`src/rtl/lcd_drv_pkg.sv`:
```
package lcd_drv_pkg;

    localparam int SEG7_W   = 7;
    localparam int BCD_W    = 4;
    localparam int HALF_W   = 2;
    localparam int EXTRA_W  = HALF_W + 1;

    typedef logic [SEG7_W-1:0] seg7_t;
    typedef logic [BCD_W-1:0]  bcd_t;

    typedef enum logic {
        BP_LOW  = 1'b0,
        BP_HIGH = 1'b1
    } bp_phase_e;

    typedef struct packed {
        logic minus;
        logic half_on;
    } sign_ctl_t;

    // Segment on-mask, bit order {g,f,e,d,c,b,a}
    function automatic seg7_t bcd_to_seg7(input bcd_t code);
        seg7_t m;
        unique case (code)
            4'd0:    m = 7'b0111111;
            4'd1:    m = 7'b0000110;
            4'd2:    m = 7'b1011011;
            4'd3:    m = 7'b1001111;
            4'd4:    m = 7'b1100110;
            4'd5:    m = 7'b1101101;
            4'd6:    m = 7'b1111101;
            4'd7:    m = 7'b0000111;
            4'd8:    m = 7'b1111111;
            4'd9:    m = 7'b1101111;
            default: m = 7'b0000000;
        endcase
        return m;
    endfunction

endpackage

```
`src/rtl/lcd_bp_divider.sv`:
```
module lcd_bp_divider
    import lcd_drv_pkg::*;
#(
    parameter int HALF_PERIOD = 400
) (
    input  logic clk,
    input  logic rst,
    output logic bp,
    output logic edge_stb,
    output logic rise_stb
);

    localparam int CNT_W = (HALF_PERIOD > 1) ? $clog2(HALF_PERIOD) : 1;
    localparam logic [CNT_W-1:0] CNT_LAST = CNT_W'(HALF_PERIOD - 1);

    logic [CNT_W-1:0] cnt_q;
    bp_phase_e        phase_q;

    assign edge_stb = (cnt_q == CNT_LAST);
    assign rise_stb = edge_stb && (phase_q == BP_LOW);
    assign bp       = phase_q;

    always_ff @(posedge clk) begin
        if (rst) begin
            cnt_q   <= '0;
            phase_q <= BP_LOW;
        end else if (edge_stb) begin
            cnt_q   <= '0;
            phase_q <= (phase_q == BP_LOW) ? BP_HIGH : BP_LOW;
        end else begin
            cnt_q   <= cnt_q + 1'b1;
        end
    end

endmodule

```
`src/rtl/lcd_frame_latch.sv`:
```
module lcd_frame_latch
    import lcd_drv_pkg::*;
#(
    parameter int N_DIGITS = 3,
    localparam int SEG_W   = N_DIGITS * SEG7_W + EXTRA_W
) (
    input  logic                      clk,
    input  logic                      rst,
    input  logic [N_DIGITS*BCD_W-1:0] bcd_in,
    input  sign_ctl_t                 ctl_in,
    input  logic                      rise_stb,
    output logic [SEG_W-1:0]          on_next
);

    logic [N_DIGITS*BCD_W-1:0] bcd_hold_q;
    sign_ctl_t                 ctl_hold_q;
    logic [SEG_W-1:0]          shown_q;
    logic [SEG_W-1:0]          decoded;

    always_ff @(posedge clk) begin
        if (rst) begin
            bcd_hold_q <= '0;
            ctl_hold_q <= '0;
        end else begin
            bcd_hold_q <= bcd_in;
            ctl_hold_q <= ctl_in;
        end
    end

    for (genvar k = 0; k < N_DIGITS; k++) begin : g_dec
        assign decoded[k*SEG7_W +: SEG7_W] =
            bcd_to_seg7(bcd_hold_q[k*BCD_W +: BCD_W]);
    end

    assign decoded[N_DIGITS*SEG7_W +: HALF_W] = {HALF_W{ctl_hold_q.half_on}};
    assign decoded[SEG_W-1]                   = ctl_hold_q.minus;

    assign on_next = rise_stb ? decoded : shown_q;

    always_ff @(posedge clk) begin
        if (rst) begin
            shown_q <= '0;
        end else begin
            shown_q <= on_next;
        end
    end

endmodule

```
`src/rtl/lcd_seg_phaser.sv`:
```
module lcd_seg_phaser #(
    parameter int W = 24
) (
    input  logic         clk,
    input  logic         rst,
    input  logic         edge_stb,
    input  logic         bp_next,
    input  logic [W-1:0] on_next,
    output logic [W-1:0] seg_q
);

    always_ff @(posedge clk) begin
        if (rst) begin
            seg_q <= '0;
        end else if (edge_stb) begin
            seg_q <= on_next ^ {W{bp_next}};
        end
    end

endmodule

```
`src/rtl/lcd_static_driver.sv`:
```
module lcd_static_driver
    import lcd_drv_pkg::*;
#(
    parameter int HALF_PERIOD = 400,
    parameter int N_DIGITS    = 3
) (
    input  logic                       clk,
    input  logic                       rst,
    input  logic [N_DIGITS*BCD_W-1:0]  bcd_in,
    input  logic                       half_en,
    input  logic                       neg_in,
    output logic                       backplane,
    output logic [N_DIGITS*SEG7_W-1:0] seg_digits,
    output logic [HALF_W-1:0]          seg_half,
    output logic                       seg_minus
);

    localparam int SEG_W = N_DIGITS * SEG7_W + EXTRA_W;

    logic             bp;
    logic             edge_stb;
    logic             rise_stb;
    sign_ctl_t        ctl;
    logic [SEG_W-1:0] on_next;
    logic [SEG_W-1:0] seg_all;

    assign ctl.minus   = neg_in;
    assign ctl.half_on = half_en;

    lcd_bp_divider #(.HALF_PERIOD(HALF_PERIOD)) div_i (
        .clk      (clk),
        .rst      (rst),
        .bp       (bp),
        .edge_stb (edge_stb),
        .rise_stb (rise_stb)
    );

    lcd_frame_latch #(.N_DIGITS(N_DIGITS)) latch_i (
        .clk      (clk),
        .rst      (rst),
        .bcd_in   (bcd_in),
        .ctl_in   (ctl),
        .rise_stb (rise_stb),
        .on_next  (on_next)
    );

    lcd_seg_phaser #(.W(SEG_W)) phase_i (
        .clk      (clk),
        .rst      (rst),
        .edge_stb (edge_stb),
        .bp_next  (~bp),
        .on_next  (on_next),
        .seg_q    (seg_all)
    );

    assign backplane  = bp;
    assign seg_digits = seg_all[N_DIGITS*SEG7_W-1:0];
    assign seg_half   = seg_all[N_DIGITS*SEG7_W +: HALF_W];
    assign seg_minus  = seg_all[SEG_W-1];

endmodule

```
`config.mk`:
```
export PLATFORM = sky130hd
export DESIGN_NAME = lcd_static_driver
export DESIGN_NICKNAME = d
export VERILOG_FILES = /design/src/rtl/lcd_drv_pkg.sv /design/src/rtl/lcd_bp_divider.sv /design/src/rtl/lcd_frame_latch.sv /design/src/rtl/lcd_seg_phaser.sv /design/src/rtl/lcd_static_driver.sv
export SDC_FILE = /design/constraint.sdc
export NUM_CORES = 1
export LEC_CHECK = 0
export BUFFER_PORTS_ARGS = -buffer_cell sky130_fd_sc_hd__buf_2
export CAP_MARGIN = 5
export CORE_MARGIN = 2
export CORE_UTILIZATION = 63
export CTS_CLUSTER_DIAMETER = 200
export DETAILED_ROUTE_END_ITERATION = 8
export PLACE_DENSITY = 0.9
export SLEW_MARGIN = 30
export SYNTH_ARGS = -nofsm -noshare
export SYNTH_HDL_FRONTEND = slang
export SYNTH_SLANG_ARGS = --single-unit
```
`constraint.sdc`:
```
create_clock -name clk -period 2.7 [get_ports clk]
set_input_delay 0.27 -clock clk [delete_from_list [all_inputs] [get_ports clk]]
set_output_delay 0.27 -clock clk [all_outputs]
set_load 0.03 [all_outputs]
```
# Yosys cells after proc, flatten, opt, wreduce, memory -nomap -nowiden
# Memory sizes are Yosys's and may differ from the RTL's. A register that Yosys moved wholly into a read port is not among the register bits.
# Index checks and enable logic that the tools add are counted.
dict set report classes {
  bitwise 2
  n_addsub 1
  n_eq_ne 1
  reduce_logical 2
  n_mux 5
}
# op count
set ops {}
lappend ops {{2-to-1 mux 24 bit} 1}
lappend ops {{bitwise XOR 24 bit} 1}
lappend ops {{2-to-1 mux 4 bit} 3}
lappend ops {{adder 9 x 1 -> 9 bit, second input constant} 1}
lappend ops {{== test 9 bit, second input constant} 1}
lappend ops {{OR reduction 2 bit} 1}
lappend ops {{logical AND 1 bit} 1}
lappend ops {{2-to-1 mux 1 bit} 1}
lappend ops {{inverter 1 bit} 1}
dict set report word_totals {
  out_inout_bits 25
  mem_bits_ro 336
  register_bits 60
  n_memories 3
  in_bits 16
}
# name words word_bits rd rd_clocked_by_memory_dff write_ports line_no
set memory_table {}
lappend memory_table {{(no name shown)} 16 7 1 1 0 lcd_drv_pkg.sv:24} ;# unique case (code)
lappend memory_table {{(no name shown)} 16 7 1 1 0 lcd_drv_pkg.sv:24}
lappend memory_table {{(no name shown)} 16 7 1 1 0 lcd_drv_pkg.sv:24}

# Longest topological paths before layout
dict set report depth {
  depth_word 4
  mapped_depth 8
  ltp_nobuf 6
}

# Modules after synthesis
# Synthesis repeated with hierarchy kept, for this count alone.
dict set report hier_totals {
  hier_cells 360
  area_unflattened_um2 3689.8
}
# mod area_per_inst_um2 cells_per_inst instances seq_area_each_um2
set modules_own_cells {}
lappend modules_own_cells {lcd_frame_latch 2179.6 204 1 940.9}
lappend modules_own_cells {lcd_seg_phaser 1043.5 106 1 480.5}
lappend modules_own_cells {lcd_bp_divider 462.9 49 1 200.2}
lappend modules_own_cells {lcd_static_driver 3.8 1 1 0.0}

# Least setup slack after synthesis
# Ideal clock, no wire load.
dict set report synth_timing {
  path_type {register to register}
  from {register div_i.cnt_q[4]}
  to {register div_i.cnt_q[3]}
  setup_time_ps 122
  n_path_buf 1
  path_stages_with_launch 5
  arrival_time_ps 1600
  setup_slack_ps 978
  path_cell_list {dfxtp_1 > or4b_1 > buf_2 > or3_1 > a221o_1}
}
dict set report synth_via {
  elab_chain_len 2
}
# item line_no
set synth_lines {}
lappend synth_lines {{start: declaration} lcd_bp_divider.sv:16} ;# logic [CNT_W-1:0] cnt_q;
lappend synth_lines {{start signal: assignment} lcd_bp_divider.sv:31} ;# cnt_q <= cnt_q + 1'b1;
lappend synth_lines {{== test 9 bit} lcd_bp_divider.sv:19} ;# assign edge_stb = (cnt_q == CNT_LAST);
lappend synth_lines {{OR reduction 2 bit (no line)} --}
# No other way between the ends.
# A chain may end at the register's enable or synchronous reset.

# Worst setup path after layout
dict set report layout_timing {
  from {register div_i.cnt_q[4]}
  to {register phase_i.seg_q[11]}
}
dict set report layout_via {
  elab_chain_len 4
}
# item line_no
set layout_lines {}
lappend layout_lines {{== test 9 bit *} lcd_bp_divider.sv:19}
lappend layout_lines {{logical AND 1 bit} lcd_bp_divider.sv:20} ;# assign rise_stb = edge_stb && (phase_q == BP_LOW);
lappend layout_lines {{2-to-1 mux 24 bit} lcd_frame_latch.sv:38} ;# assign on_next = rise_stb ? decoded : shown_q;
lappend layout_lines {{bitwise XOR 24 bit} lcd_seg_phaser.sv:16} ;# seg_q <= on_next ^ {W{bp_next}};
lappend layout_lines {{end signal: assignment} lcd_seg_phaser.sv:16}
lappend layout_lines {{end: declaration} lcd_seg_phaser.sv:9} ;# output logic [W-1:0] seg_q
# Mark *: on every way between the ends. The rest lies on a longest branch, timed or not.

==> results.txt <==
leak pwr: 1.58 nW
vias in the first global route: 2832
area taken by flip-flops and latches: 0.00162 mm²
die height: 81.3 µm
post-cts sizing count: 0
drt pass-1 iters: 8
Crit Path Max Fanout: 18
hold_buf cts: 0
I/O pin count: 41
Synth Cell Area: 0.00376 mm²
Avg Vias per Cell: 6.34
Hold WS: 0.131 ns
post-synthesis mux area share: 0%
Post-DP HPWL: 5440 µm
final design utilization: 70.5%
asr flop ratio synth: 0%
CTS buffer count: 9
number of synthesized register bits: 81
largest family of logic cells by synthesized area: compound AO/OA/AOI/OAI gates
RSZ-0062 raised after global routing: no
area leader, netlist: dfxtp_1
PwrDens: 521 mW/mm²
clock root cell: clkbuf_8
worst vdd ir: 315 µV
simple-gate area share of the yosys netlist: 15.2%
Core Region: 0.00585 mm²
DRC viols: 0
first-pass GRT wire length: 13400 µm
CP arrival: 2.28 ns
Die ar.: 0.00660 mm²
row count: 28
Post-DRT Antenna Nets: 0
internal reg-to-reg setup slack: 0.62 ns
Adder-Cell Fraction of Synth Area: 6.32%
share of post-route cells with drive strength above 1: 15.4%
register area share after synthesis: 43.1%
Final #Nets: 493
worst slew margin relative to its limit: 51.1%
dpl cells: 522
Worst path max stage delay: 0.76 ns
post-synth cell types: 40
Ys Warns: 0
post-synthesis cell count: 438
Die X: 81.3 µm
Area Growth Syn to Fin: 9.72%
Critical-path top delay cell: or4b_1
Achievable Freq: 480 MHz
Least-Margin Pin Slew: 0.732 ns
fin crit share: 77.1%
min Tclk post-route: 2.08 ns
GRT overflow: 0
Fin. Hold Viols: 0
CTS tree: yes
Synth area leaders: dfxtp_1 43%, a21oi_1 11%, ha_1 6.3%
EDFF count, synth: 0
setup skew after layout: 0.0101 ns
routed vias: 3394
Tot GR Track Use: 25.7%
starting density of the core: 64.3%
post-synthesis compound-gate area fraction: 28.8%
number of antenna violations at the first check in global routing: 0
largest net degree at the start of global routing: 69
H-tree depth: 3
r2r endpoint: phase_i.seg_q[11]
n_diodes: 0
Clock Tree Buf Depth: 2
Hold Path Class: input port to flip-flop
xor and xnor area share after synthesis: 0.466%
Fin Setup TNS: 0 ns
Synthesized Nets: 473
clock-pin slew on the worst setup and hold paths: 0.08 ns
Post-Layout Cell Count: 535
final setup margin: 0.619 ns
Crit. End Element: flip-flop
R2R cell count: 5
clock sink total: 81
number of fill cells: 440
Critical R2R Launch: div_i.cnt_q[4]
Top FF cell, synth: dfxtp_1
Worst Setup SP: div_i.cnt_q[4]
Routed WL: 8170 µm
violation count after the first detailed-route iteration: 457
final setup vio count: 0
area occupied by multi-input gates: 0.00191 mm²
Placement Setup Slack: 0.676 ns
crit path kind: flip-flop to flip-flop
share of the synthesized area in the top cell type: 43.1%
routability congestion estimate from global placement: 0.885
clk_lat worst skew: 0.34 ns
Top cell by count, worst path: buf_4
Syn Area/Cell: 8.58 µm²
post-CTS setup repair buffer count: 0
cell chain of the critical path: or4b_1, buf_4, nor3_4, buf_4, a211oi_1
per-cell routed wire length: 15.3 µm
max_cap viols: 0
Pins Over Slew Limit: 0
most common cell in the synthesized netlist: dfxtp_1
termination of the worst setup path: phase_i.seg_q[11]
CP startpoint kind: flip-flop
PortBufs: 40
Critical Path RT: 2.90 ns
most instantiated cells after synthesis: 81 x dfxtp_1, 80 x a21oi_1, 39 x nor2_1, 36 x clkbuf_1, 27 x a211oi_1
status: finished clean
stage by stage:
step           area [µm²]  total power, mW
6_report             4130             2.15
3_5_place_dp         3980             1.45
4_1_cts              4130             2.15
2_1_floorplan        3760             1.40
3_3_place_gp         3980             1.44
5_1_grt              4130             2.23
registers in the layout, indices dropped and copies added (netlist names):
name	cells
latch_i.ctl_hold_q	2
div_i.cnt_q	9
latch_i.decoded	21
div_i.bp	1
latch_i.shown_q	24
phase_i.seg_q	24
worst min path at each step:
stage,startpoint,end,slack (ns),depth (start not counted)
floorplan,half_en,latch_i.ctl_hold_q[0],0.40,1
global placement,latch_i.shown_q[23],latch_i.shown_q[23],0.45,2
detailed placement,latch_i.shown_q[22],latch_i.shown_q[22],0.46,2
CTS,half_en,latch_i.ctl_hold_q[0],0.13,2
global route,neg_in,latch_i.ctl_hold_q[1],0.14,2
finish,half_en,latch_i.ctl_hold_q[0],0.13,2
placed cells by master (no fill, tap or decap), types with 3 or more instances in the layout:
master | synthesis | final
or3b_2 | 3 | 3
nor2b_1 | 6 | 6
clkbuf_8 | 0 | 10
ha_1 | 19 | 19
o41ai_1 | 22 | 22
a21oi_1 | 80 | 80
nand2_1 | 11 | 11
o21ai_0 | 16 | 16
nand2b_1 | 4 | 4
buf_4 | 2 | 12
dfxtp_1 | 81 | 80
inv_1 | 15 | 15
nor2_1 | 39 | 39
or3_1 | 4 | 4
a211oi_1 | 27 | 27
a22o_1 | 4 | 4
o22ai_1 | 6 | 6
buf_2 | 1 | 40
o221ai_1 | 3 | 3
nand4_1 | 25 | 25
o21a_1 | 7 | 7
critical path, delay by kind of cell, from the launching register on:
kind,cells,cell delay (ns)
AOI/OAI and AO/OA,1,0.11
and+or+nand+nor,2,0.89
buffers and inverters,2,0.54
DFF,1,0.38
kinds of logic (layout without fill, tap and decap cells):
group,count (synthesis),after routing
compound gates,171,171
simple gates,106,106
flops,81,81
buf+inv,59,81
fa+ha+maj,19,19
xor+xnor,2,2
where the power goes:
part           total, mW  switching [mW]  internal, mW
registers           1.25          0.0243          1.23
clock network      0.721           0.378         0.343
logic              0.174           0.104        0.0696
total               2.15           0.507          1.64
final cells by class:
cell class                 instances  area share [%]
multi-input combinational        298            46.3
clock inverter                     1           0.121
tap                               75            2.27
sequential                        81            39.3
inverter                          16            1.46
clock buffer                      12            3.52
timing repair buffer              52            7.04
metal layers:
metal	wire (µm)	part of all wire, %	track usage (%)	vias up
li1	-	-	-	1657
met1	3700	45	36.7	1561
met2	3790	46	38.7	164
met3	564	6.9	4.00	12
met4	112	1.4	10.5	0
met5	0	0	0	-
(Power assumes the default switching activity.)
